[src/rtl/tlg_pkg.sv]
package tlg_pkg;

   // Signed width that holds any weighted sum or shifted threshold without wrap.
   function automatic int sum_width(input int n_in, input int w_bits);
      return w_bits + 1 + $clog2(n_in + 1);
   endfunction

   typedef enum logic [1:0] {
      SEL_WEIGHT = 2'd0,
      SEL_THRESH = 2'd1,
      SEL_MODE   = 2'd2,
      SEL_NONE   = 2'd3
   } cfg_sel_e;

endpackage

[src/rtl/tlg_cfg_regs.sv]
module tlg_cfg_regs
   import tlg_pkg::*;
#(
   parameter int N  = 4,
   parameter int W  = 8,
   parameter int AW = 3
) (
   input  logic           clk,
   input  logic           rst_n,
   input  logic           cfg_we,
   input  logic [AW-1:0]  cfg_addr,
   input  logic [W-1:0]   cfg_data,
   output logic [N*W-1:0] wt_q,
   output logic [W-1:0]   thr_q,
   output logic [N-1:0]   pol_q,
   output logic           inv_q
);

   localparam int INV_BIT = W - 1;

   logic [W-1:0] wt_r [N];
   cfg_sel_e     sel;

   always_comb begin
      sel = SEL_NONE;
      if (cfg_we) begin
         if (cfg_addr < AW'(N))         sel = SEL_WEIGHT;
         else if (cfg_addr == AW'(N))   sel = SEL_THRESH;
         else if (cfg_addr == AW'(N+1)) sel = SEL_MODE;
      end
   end

   always_ff @(posedge clk or negedge rst_n) begin
      if (!rst_n) begin
         for (int i = 0; i < N; i++) wt_r[i] <= '0;
         thr_q <= '0;
         pol_q <= '0;
         inv_q <= 1'b0;
      end else begin
         unique case (sel)
            SEL_WEIGHT: begin
               for (int i = 0; i < N; i++)
                  if (cfg_addr == AW'(i)) wt_r[i] <= cfg_data;
            end
            SEL_THRESH: thr_q <= cfg_data;
            SEL_MODE: begin
               pol_q <= cfg_data[N-1:0];
               inv_q <= cfg_data[INV_BIT];
            end
            default: ;
         endcase
      end
   end

   for (genvar i = 0; i < N; i++) begin : g_wt_out
      assign wt_q[i*W +: W] = wt_r[i];

      AST_WEIGHT_LOAD: assert property (@(posedge clk) disable iff (!rst_n)
         (cfg_we && cfg_addr == AW'(i)) |=> (wt_q[i*W +: W] == $past(cfg_data)));
   end

   AST_THRESH_LOAD: assert property (@(posedge clk) disable iff (!rst_n)
      (cfg_we && cfg_addr == AW'(N)) |=> (thr_q == $past(cfg_data)));

   AST_MODE_LOAD: assert property (@(posedge clk) disable iff (!rst_n)
      (cfg_we && cfg_addr == AW'(N+1)) |=>
         (pol_q == $past(cfg_data[N-1:0]) && inv_q == $past(cfg_data[INV_BIT])));

   AST_NO_STRAY_WRITE: assert property (@(posedge clk) disable iff (!rst_n)
      !(cfg_we && cfg_addr <= AW'(N+1)) |=>
         ($stable(wt_q) && $stable(thr_q) && $stable(pol_q) && $stable(inv_q)));

endmodule

[src/rtl/tlg_polarity.sv]
module tlg_polarity #(
   parameter int N  = 4,
   parameter int W  = 8,
   parameter int SW = 12
) (
   input  logic                  clk,
   input  logic                  rst_n,
   input  logic [N*W-1:0]        wt_flat,
   input  logic [W-1:0]          thr,
   input  logic [N-1:0]          pol,
   output logic [N*(W+1)-1:0]    eff_w_flat,
   output logic signed [SW-1:0]  eff_thr
);

   localparam int EW = W + 1;

   for (genvar i = 0; i < N; i++) begin : g_eff_w
      logic signed [EW-1:0] ext;
      logic signed [SW-1:0] wide;
      assign ext  = EW'($signed(wt_flat[i*W +: W]));
      assign wide = SW'($signed(wt_flat[i*W +: W]));
      assign eff_w_flat[i*EW +: EW] = pol[i] ? -ext : ext;

      AST_POL_THR_SHIFT: assert property (@(posedge clk) disable iff (!rst_n)
         ($stable(wt_flat) && $stable(thr) && $rose(pol[i]) &&
          ((pol ^ $past(pol)) == (N'(1) << i)))
         |-> (eff_thr == $past(eff_thr) - wide));
   end

   always_comb begin
      eff_thr = SW'($signed(thr));
      for (int i = 0; i < N; i++)
         if (pol[i]) eff_thr = eff_thr - SW'($signed(wt_flat[i*W +: W]));
   end

   AST_NOPOL_IDENT: assert property (@(posedge clk) disable iff (!rst_n)
      (pol == '0) |-> (eff_thr == SW'($signed(thr))));

endmodule

[src/rtl/tlg_sum_cmp.sv]
module tlg_sum_cmp #(
   parameter int N  = 4,
   parameter int W  = 8,
   parameter int SW = 12
) (
   input  logic                  clk,
   input  logic                  rst_n,
   input  logic [N-1:0]          in_x,
   input  logic [N*(W+1)-1:0]    eff_w_flat,
   input  logic signed [SW-1:0]  eff_thr,
   input  logic                  inv,
   output logic                  gate_out
);

   localparam int EW = W + 1;

   logic signed [SW-1:0] wsum;
   logic signed [SW-1:0] neg_sum;
   logic signed [SW-1:0] neg_thr;
   logic                 hit_true;
   logic                 hit_compl;

   always_comb begin
      wsum = '0;
      for (int i = 0; i < N; i++)
         if (in_x[i]) wsum = wsum + SW'($signed(eff_w_flat[i*EW +: EW]));
   end

   // Complement formed as a strict compare of the negated values: exact at equality.
   assign neg_sum   = -wsum;
   assign neg_thr   = -eff_thr;
   assign hit_true  = (wsum >= eff_thr);
   assign hit_compl = (neg_sum > neg_thr);
   assign gate_out  = inv ? hit_compl : hit_true;

   AST_INV_EXACT: assert property (@(posedge clk) disable iff (!rst_n)
      ($stable(in_x) && $stable(eff_w_flat) && $stable(eff_thr) && (inv != $past(inv)))
      |-> (gate_out != $past(gate_out)));

   AST_ZERO_INPUT: assert property (@(posedge clk) disable iff (!rst_n)
      (in_x == '0) |-> (gate_out == (inv ^ (eff_thr <= 0))));

endmodule

[src/rtl/threshold_gate.sv]
module threshold_gate
   import tlg_pkg::*;
#(
   parameter int N = 4,
   parameter int W = 8,
   localparam int AW = $clog2(N + 2),
   localparam int SW = tlg_pkg::sum_width(N, W)
) (
   input  logic                  clk,
   input  logic                  rst_n,
   input  logic                  cfg_we,
   input  logic [AW-1:0]         cfg_addr,
   input  logic [W-1:0]          cfg_data,
   input  logic [N-1:0]          in_x,
   output logic                  gate_out,
   output logic [N*(W+1)-1:0]    eff_w_flat,
   output logic signed [SW-1:0]  eff_thr
);

   if (N < 1) begin : g_bad_n
      $error("threshold_gate: N must be at least 1");
   end
   if (W < 2) begin : g_bad_w
      $error("threshold_gate: W must be at least 2");
   end
   if (N > W - 1) begin : g_bad_mode
      $error("threshold_gate: mode word needs N polarity bits below the invert bit");
   end

   logic [N*W-1:0] wt_q;
   logic [W-1:0]   thr_q;
   logic [N-1:0]   pol_q;
   logic           inv_q;

   tlg_cfg_regs #(.N(N), .W(W), .AW(AW)) u_cfg (
      .clk      (clk),
      .rst_n    (rst_n),
      .cfg_we   (cfg_we),
      .cfg_addr (cfg_addr),
      .cfg_data (cfg_data),
      .wt_q     (wt_q),
      .thr_q    (thr_q),
      .pol_q    (pol_q),
      .inv_q    (inv_q)
   );

   tlg_polarity #(.N(N), .W(W), .SW(SW)) u_pol (
      .clk        (clk),
      .rst_n      (rst_n),
      .wt_flat    (wt_q),
      .thr        (thr_q),
      .pol        (pol_q),
      .eff_w_flat (eff_w_flat),
      .eff_thr    (eff_thr)
   );

   tlg_sum_cmp #(.N(N), .W(W), .SW(SW)) u_cmp (
      .clk        (clk),
      .rst_n      (rst_n),
      .in_x       (in_x),
      .eff_w_flat (eff_w_flat),
      .eff_thr    (eff_thr),
      .inv        (inv_q),
      .gate_out   (gate_out)
   );

endmodule

[config.mk]
export PLATFORM = sky130hd
export DESIGN_NAME = threshold_gate
export DESIGN_NICKNAME = d
export VERILOG_FILES = /design/src/rtl/tlg_pkg.sv /design/src/rtl/tlg_cfg_regs.sv /design/src/rtl/tlg_polarity.sv /design/src/rtl/tlg_sum_cmp.sv /design/src/rtl/threshold_gate.sv
export SDC_FILE = /design/constraint.sdc
export NUM_CORES = 1
export LEC_CHECK = 0
export BUFFER_PORTS_ARGS = -buffer_cell sky130_fd_sc_hd__buf_2
export CORE_ASPECT_RATIO = 1.4
export CORE_MARGIN = 2
export CORE_UTILIZATION = 46
export CTS_BUF_LIST = sky130_fd_sc_hd__clkbuf_4 sky130_fd_sc_hd__clkbuf_8
export DETAILED_ROUTE_END_ITERATION = 6
export HOLD_SLACK_MARGIN = 0.02
export PLACE_DENSITY = 0.73
export SYNTH_ARGS = -nofsm -noshare
export SYNTH_HDL_FRONTEND = slang
export SYNTH_SLANG_ARGS = --single-unit
[constraint.sdc]
create_clock -name clk -period 8.85 [get_ports clk]
set_clock_uncertainty 0.15 [all_clocks]
set_input_delay 0.4425 -clock clk [delete_from_list [all_inputs] [get_ports clk]]
set_output_delay 0.4425 -clock clk [all_outputs]
set_load 0.02 [all_outputs]
### Yosys cells after proc, flatten, opt, wreduce, memory -nomap -nowiden

Index checks and enable logic that the tools add are counted.

* add/subtract/negate cells: 13
* magnitude comparators: 3
* equality and inequality tests: 7
* multiplexer cells: 17
* reduce and logical (&&, ||, !) cells: 6

Operators with widths (count)
* 12-bit 2-to-1 mux: 8
* 12-bit by 9-bit adder with 12-bit output: 3
* 9-bit 2-to-1 mux: 4
* 8-bit negator with 9-bit output: 4
* 12-bit by 8-bit subtractor with 12-bit output: 3
* 12-bit negator: 2
* 12-bit greater-or-equal comparator: 1
* 12-bit greater-than comparator: 1
* 8-bit by 8-bit subtractor with 9-bit output: 1
* 2-bit AND reduction: 4
* 3-bit by 2-bit equality test with 1-bit output (second input constant): 2
* 3-bit equality test (second input constant): 2
* 2-bit 2-to-1 mux: 3
* 3-bit by 1-bit equality test with 1-bit output (second input constant): 1
* 3-bit logical NOT: 1
* 3-bit less-than comparator (second input constant): 1
* 2-bit by 1-bit equality test with 1-bit output (second input constant): 1
* 2-bit equality test (second input constant): 1
* 2-bit logical NOT: 1
* 1-bit 2-to-1 mux: 2

* register bits after elaboration: 45
* input port bits: 18
* output and inout port bits: 49
* logic and storage cells: 53

### Longest topological paths before layout

* depth in word-level cells: 12
* gate-level depth with buffers: 37
* depth with buffers taken out: 36

### Hierarchy

Synthesis repeated with hierarchy kept, for this count alone.

* cells, all modules: 937
* area, all modules: 7806.2 um^2

By module, submodules not included
* tlg_sum_cmp: times used 1, cells an instance 424, area an instance 3135.5 um^2, seq. area each 0.0 um^2
* tlg_polarity: times used 1, cells an instance 414, area an instance 2940.3 um^2, seq. area each 0.0 um^2
* tlg_cfg_regs: times used 1, cells an instance 99, area an instance 1730.4 um^2, seq. area each 1126.1 um^2

### Worst setup path before layout

No wires, ideal clock.

* path kind: flip-flop to output port
* start point: register u_cfg.thr_q[0]
* end point: output port gate_out
* arrival time: 6838 ps
* required time: 8257 ps
* path slack: 1420 ps
* stages on the path, launching flop included: 36
* buffers on the path: 1
* cell sequence: dfrtp_1 inv_1 ha_1 inv_1 fa_1 a21o_1 a221oi_1 xor2_1 o21ai_0 ha_1 clkbuf_1 a2111oi_0 a21oi_1 mux2_2 o21a_1 ha_1 inv_1 or4_1 o2111ai_1 nand2_1 nor2_1 ha_1 nor2_1 nor2b_1 o31a_1 o41ai_1 xnor2_1 nor2_1 xnor3_1 xnor2_1 ha_1 nor2_1 nand2_1 o2111ai_1 a211o_1 o211ai_1

* word-level cells in the longest chain between the ends: 11
* elaborated cells on any way between the ends: 12
* those cells by class: 5 x add/sub; 2 x order compare; 5 x mux

RTL lines
* from (decl): RTL line tlg_cfg_regs.sv:14 `output logic [W-1:0] thr_q,`
* from (signal assigned): RTL line tlg_cfg_regs.sv:45 `SEL_THRESH: thr_q <= cfg_data;`
* 8-bit by 8-bit subtractor with 9-bit output: RTL line tlg_polarity.sv:33 `if (pol[i]) eff_thr = eff_thr - SW'($signed(wt_flat[i*W +: W]));`
* 12-bit 2-to-1 mux *: RTL line tlg_polarity.sv:33
* 12-bit by 8-bit subtractor with 12-bit output: RTL line tlg_polarity.sv:33
* 12-bit 2-to-1 mux *: RTL line tlg_polarity.sv:33
* 12-bit by 8-bit subtractor with 12-bit output: RTL line tlg_polarity.sv:33
* 12-bit 2-to-1 mux *: RTL line tlg_polarity.sv:33
* 12-bit by 8-bit subtractor with 12-bit output: RTL line tlg_polarity.sv:33
* 12-bit 2-to-1 mux *: RTL line tlg_polarity.sv:33
* named net eff_thr[11]: RTL line threshold_gate.sv:17 `output logic signed [SW-1:0] eff_thr`
* 12-bit negator: RTL line tlg_sum_cmp.sv:31 `assign neg_thr = -eff_thr;`
* 12-bit greater-than comparator: RTL line tlg_sum_cmp.sv:33 `assign hit_compl = (neg_sum > neg_thr);`
* 1-bit 2-to-1 mux *: RTL line tlg_sum_cmp.sv:34 `assign gate_out = inv ? hit_compl : hit_true;`
* to (decl): RTL line threshold_gate.sv:15 `output logic gate_out,`

The timed path passes the listed nets; every way through them passes the cells marked *.

### Worst setup path in the final report

* start point: register u_cfg.wt_r, in the netlist u_cfg.wt_q[0]
* end point: output port gate_out

* word-level cells in the longest chain between the ends: 12
* elaborated cells on any way between the ends: 22
* those cells by class: 10 x add/sub; 2 x order compare; 10 x mux

RTL lines
* from (decl): RTL line tlg_cfg_regs.sv:21 `logic [W-1:0] wt_r [N];`
* from (signal, indexed assignment): RTL line tlg_cfg_regs.sv:43 `if (cfg_addr == AW'(i)) wt_r[i] <= cfg_data;`
* 8-bit negator with 9-bit output: RTL line tlg_polarity.sv:22 `assign eff_w_flat[i*EW +: EW] = pol[i] ? -ext : ext;`
* 9-bit 2-to-1 mux: RTL line tlg_polarity.sv:22
* 12-bit 2-to-1 mux: RTL line tlg_sum_cmp.sv:26 `if (in_x[i]) wsum = wsum + SW'($signed(eff_w_flat[i*EW +: EW]));`
* 12-bit by 9-bit adder with 12-bit output: RTL line tlg_sum_cmp.sv:26
* 12-bit 2-to-1 mux: RTL line tlg_sum_cmp.sv:26
* 12-bit by 9-bit adder with 12-bit output: RTL line tlg_sum_cmp.sv:26
* 12-bit 2-to-1 mux: RTL line tlg_sum_cmp.sv:26
* 12-bit by 9-bit adder with 12-bit output: RTL line tlg_sum_cmp.sv:26
* 12-bit 2-to-1 mux: RTL line tlg_sum_cmp.sv:26
* 12-bit negator: RTL line tlg_sum_cmp.sv:30 `assign neg_sum = -wsum;`
* 12-bit greater-than comparator: RTL line tlg_sum_cmp.sv:33
* 1-bit 2-to-1 mux *: RTL line tlg_sum_cmp.sv:34

Every way passes the cells marked *; elsewhere a longest branch is shown, timed or not.

==> run summary <==
status: finished clean
Crit path depth: 34
Vias per Instance: 6.04
CTS resizes: 0
worst reg2reg path startpoint: u_cfg.pol_q[2]$_DFFE_PN0N_
H-tree levels: 2
dpl ws: 0.893 ns
path depth of the worst reg2reg path: 1
final worst slack: 0.661 ns
Worst-Skew Late Latency: 0.30 ns
Detailed Place HPWL: 17600 um
Peak Freq: 122 MHz
Yosys Warn Count: 0
top cell family by delay on the critical path: compound AO/OA/AOI/OAI gates
largest net degree at the start of global routing: 46
CTS Buf Count: 5
CP Max Fanout: 9
slew margin rel.: 21.8%
Total GRT Usage: 23.4%
CTS tree: done
reg2reg setup slack: 7.44 ns
kind of critical path: flop to output port
share of cells above drive strength 1: 13.7%
most frequent CP cell: ha_1
setup bufs post-CTS: 0
min Tclk post-route: 8.19 ns
DIE HEIGHT: 158 um
port bufs: 66
crit start category: flop
Reg clk slew, reported paths: 0.09 ns
first-pass GRT wire length: 34300 um
critical path required time: 8.26 ns
clock tree buffer depth: 2
Post-synth EDFFs: 0
routed length per instance: 17.4 um
worst r2r dst: u_cfg.pol_q[2]$_DFFE_PN0N_
crit path DAT: 7.60 ns
DR DRC count: 0
Worst-Margin Slew: 1.16 ns
Buf+Inv Stages, Crit Path: 3
initial drt markers: 539
number of global-route vias before repair: 6966
CP endpoint kind: output port
register area share after synthesis: 14.5%
grt ovf: 0
Placer Congestion: 0.953
num ports: 67
Rows: 56
die width: 114 um
Die Area: 17900 um2
diode count: 0
max_cap viols: 0
CP max-delay cell: or4_1
Root Driver: clkbuf_8
Final period util: 92.5%
clock sink total: 45
Synth Instances: 997
Synth cell types: 84
Core ar.: 16600 um2
Syn Nets: 1121
Mapped Area: 7760 um2
vias: 7519
Seq cells post-synth: 45
fillers: 1631
Routed Antenna Nets: 0
share of synthesized registers carrying an async set or reset: 100%
Max Slew Vio Count: 0
HP Class: primary input to asynchronous set/reset pin
slowest cell delay on critical path: 0.51 ns
Final Setup Violations: 0
Syn-to-layout area delta: 7.52%
Avg Cell Area, Syn: 7.78 um2
unrepaired setup endpoints after global routing: no
Initial Util: 46.7%
drt pass-1 iters: 5
Hold Vio Cnt, Final: 0
hold_buf cts: 0
setup TNS: 0 ns
Primary FF master, synth: dfrtp_1
total routed wirelength: 21600 um
Final nets: 1164
initial antenna violation count: 0
how the worst max path moves through the flow:
stage	start	slack (ns)	end
CTS	u_cfg.wt_q[4]$_DFFE_PN0P_	0.50	gate_out
finish	u_cfg.wt_q[0]$_DFFE_PN0P_	0.66	gate_out
detailed placement	u_cfg.wt_q[4]$_DFFE_PN0P_	0.89	gate_out
global placement	u_cfg.wt_q[4]$_DFFE_PN0P_	0.85	gate_out
global route	u_cfg.thr_q[0]$_DFFE_PN0N_	0.03	gate_out
floorplan	u_cfg.thr_q[0]$_DFFE_PN0N_	1.42	gate_out
final cells by class:
type	count	area, um2	area share (%)
Multi-Input combinational cell	839	6200	74.4
Sequential cell	45	1130	13.5
Timing Repair Buffer	70	360	4.32
Inverter	79	297	3.56
Tap cell	203	254	3.05
Clock buffer	6	82.6	0.990
Clock inverter	2	17.5	0.210
synthesized netlist by cell type, types with 20 or more instances:
cell,n,area share [%]
o21a_1,26,2.5
xnor2_1,54,6.1
o21ai_0,82,5.3
dfrtp_1,45,15
nor3_1,26,1.7
mux2_2,33,4.8
a21o_1,23,2.2
clkbuf_1,20,0.97
nand2b_1,21,1.7
nor2_1,66,3.2
a21oi_1,36,2.3
nand3_1,21,1.4
inv_1,78,3.8
nand2_1,96,4.6
ha_1,99,16
flip-flops by register name, indices dropped and copies added, names as in the netlist:
name	cells
u_cfg.pol_q	4
u_cfg.thr_q	8
u_cfg.inv_q	1
u_cfg.wt_q	32
metrics by stage:
stage	hold WS, ns	utilization (%)	instance area [um2]	instances
floorplan	-0.00309	-	7760	997
global placement	0.374	49.4	8210	1236
detailed placement	0.385	49.4	8210	1236
CTS	0.193	50.0	8310	1244
global route	0.234	50.2	8340	1244
finish	0.153	50.2	8340	1244
cell usage in the layout (no fill, tap or decap), drive strengths merged, types with 9 or more instances in the layout:
cell type,count
a31oi,9
o21a,27
nand4,11
nand2b,21
ha,99
nand3,21
buf,70
a21oi,36
mux2,33
nor3,28
xor2,19
dfrtp,45
inv,79
nor4,9
o21ai,87
mux2i,13
nor2,66
nor2b,17
a211oi,16
o31ai,15
or3,10
nand2,96
a21o,23
xnor2,54
per-layer routing:
metal | track usage, % | vias up | routed length (um)
met1 | 28.7 | 3554 | 9140
met5 | 0 | - | 0
met3 | 1.99 | 49 | 722
met2 | 42.7 | 195 | 11000
met4 | 8.36 | 0 | 752
li1 | - | 3721 | -
logic make-up after synthesis:
logic type      after synthesis  synth area share, %
flops                        45                 14.5
buf+inv                     113                 5.90
compound gates              285                 25.1
xor+xnor                     74                 8.53
fa+ha+maj                   106                 17.8
mux                          46                 6.47
simple gates                328                 21.7
Power is not shown: default switching activity piles up to over one toggle a cycle in this logic, so the estimate is an artifact.
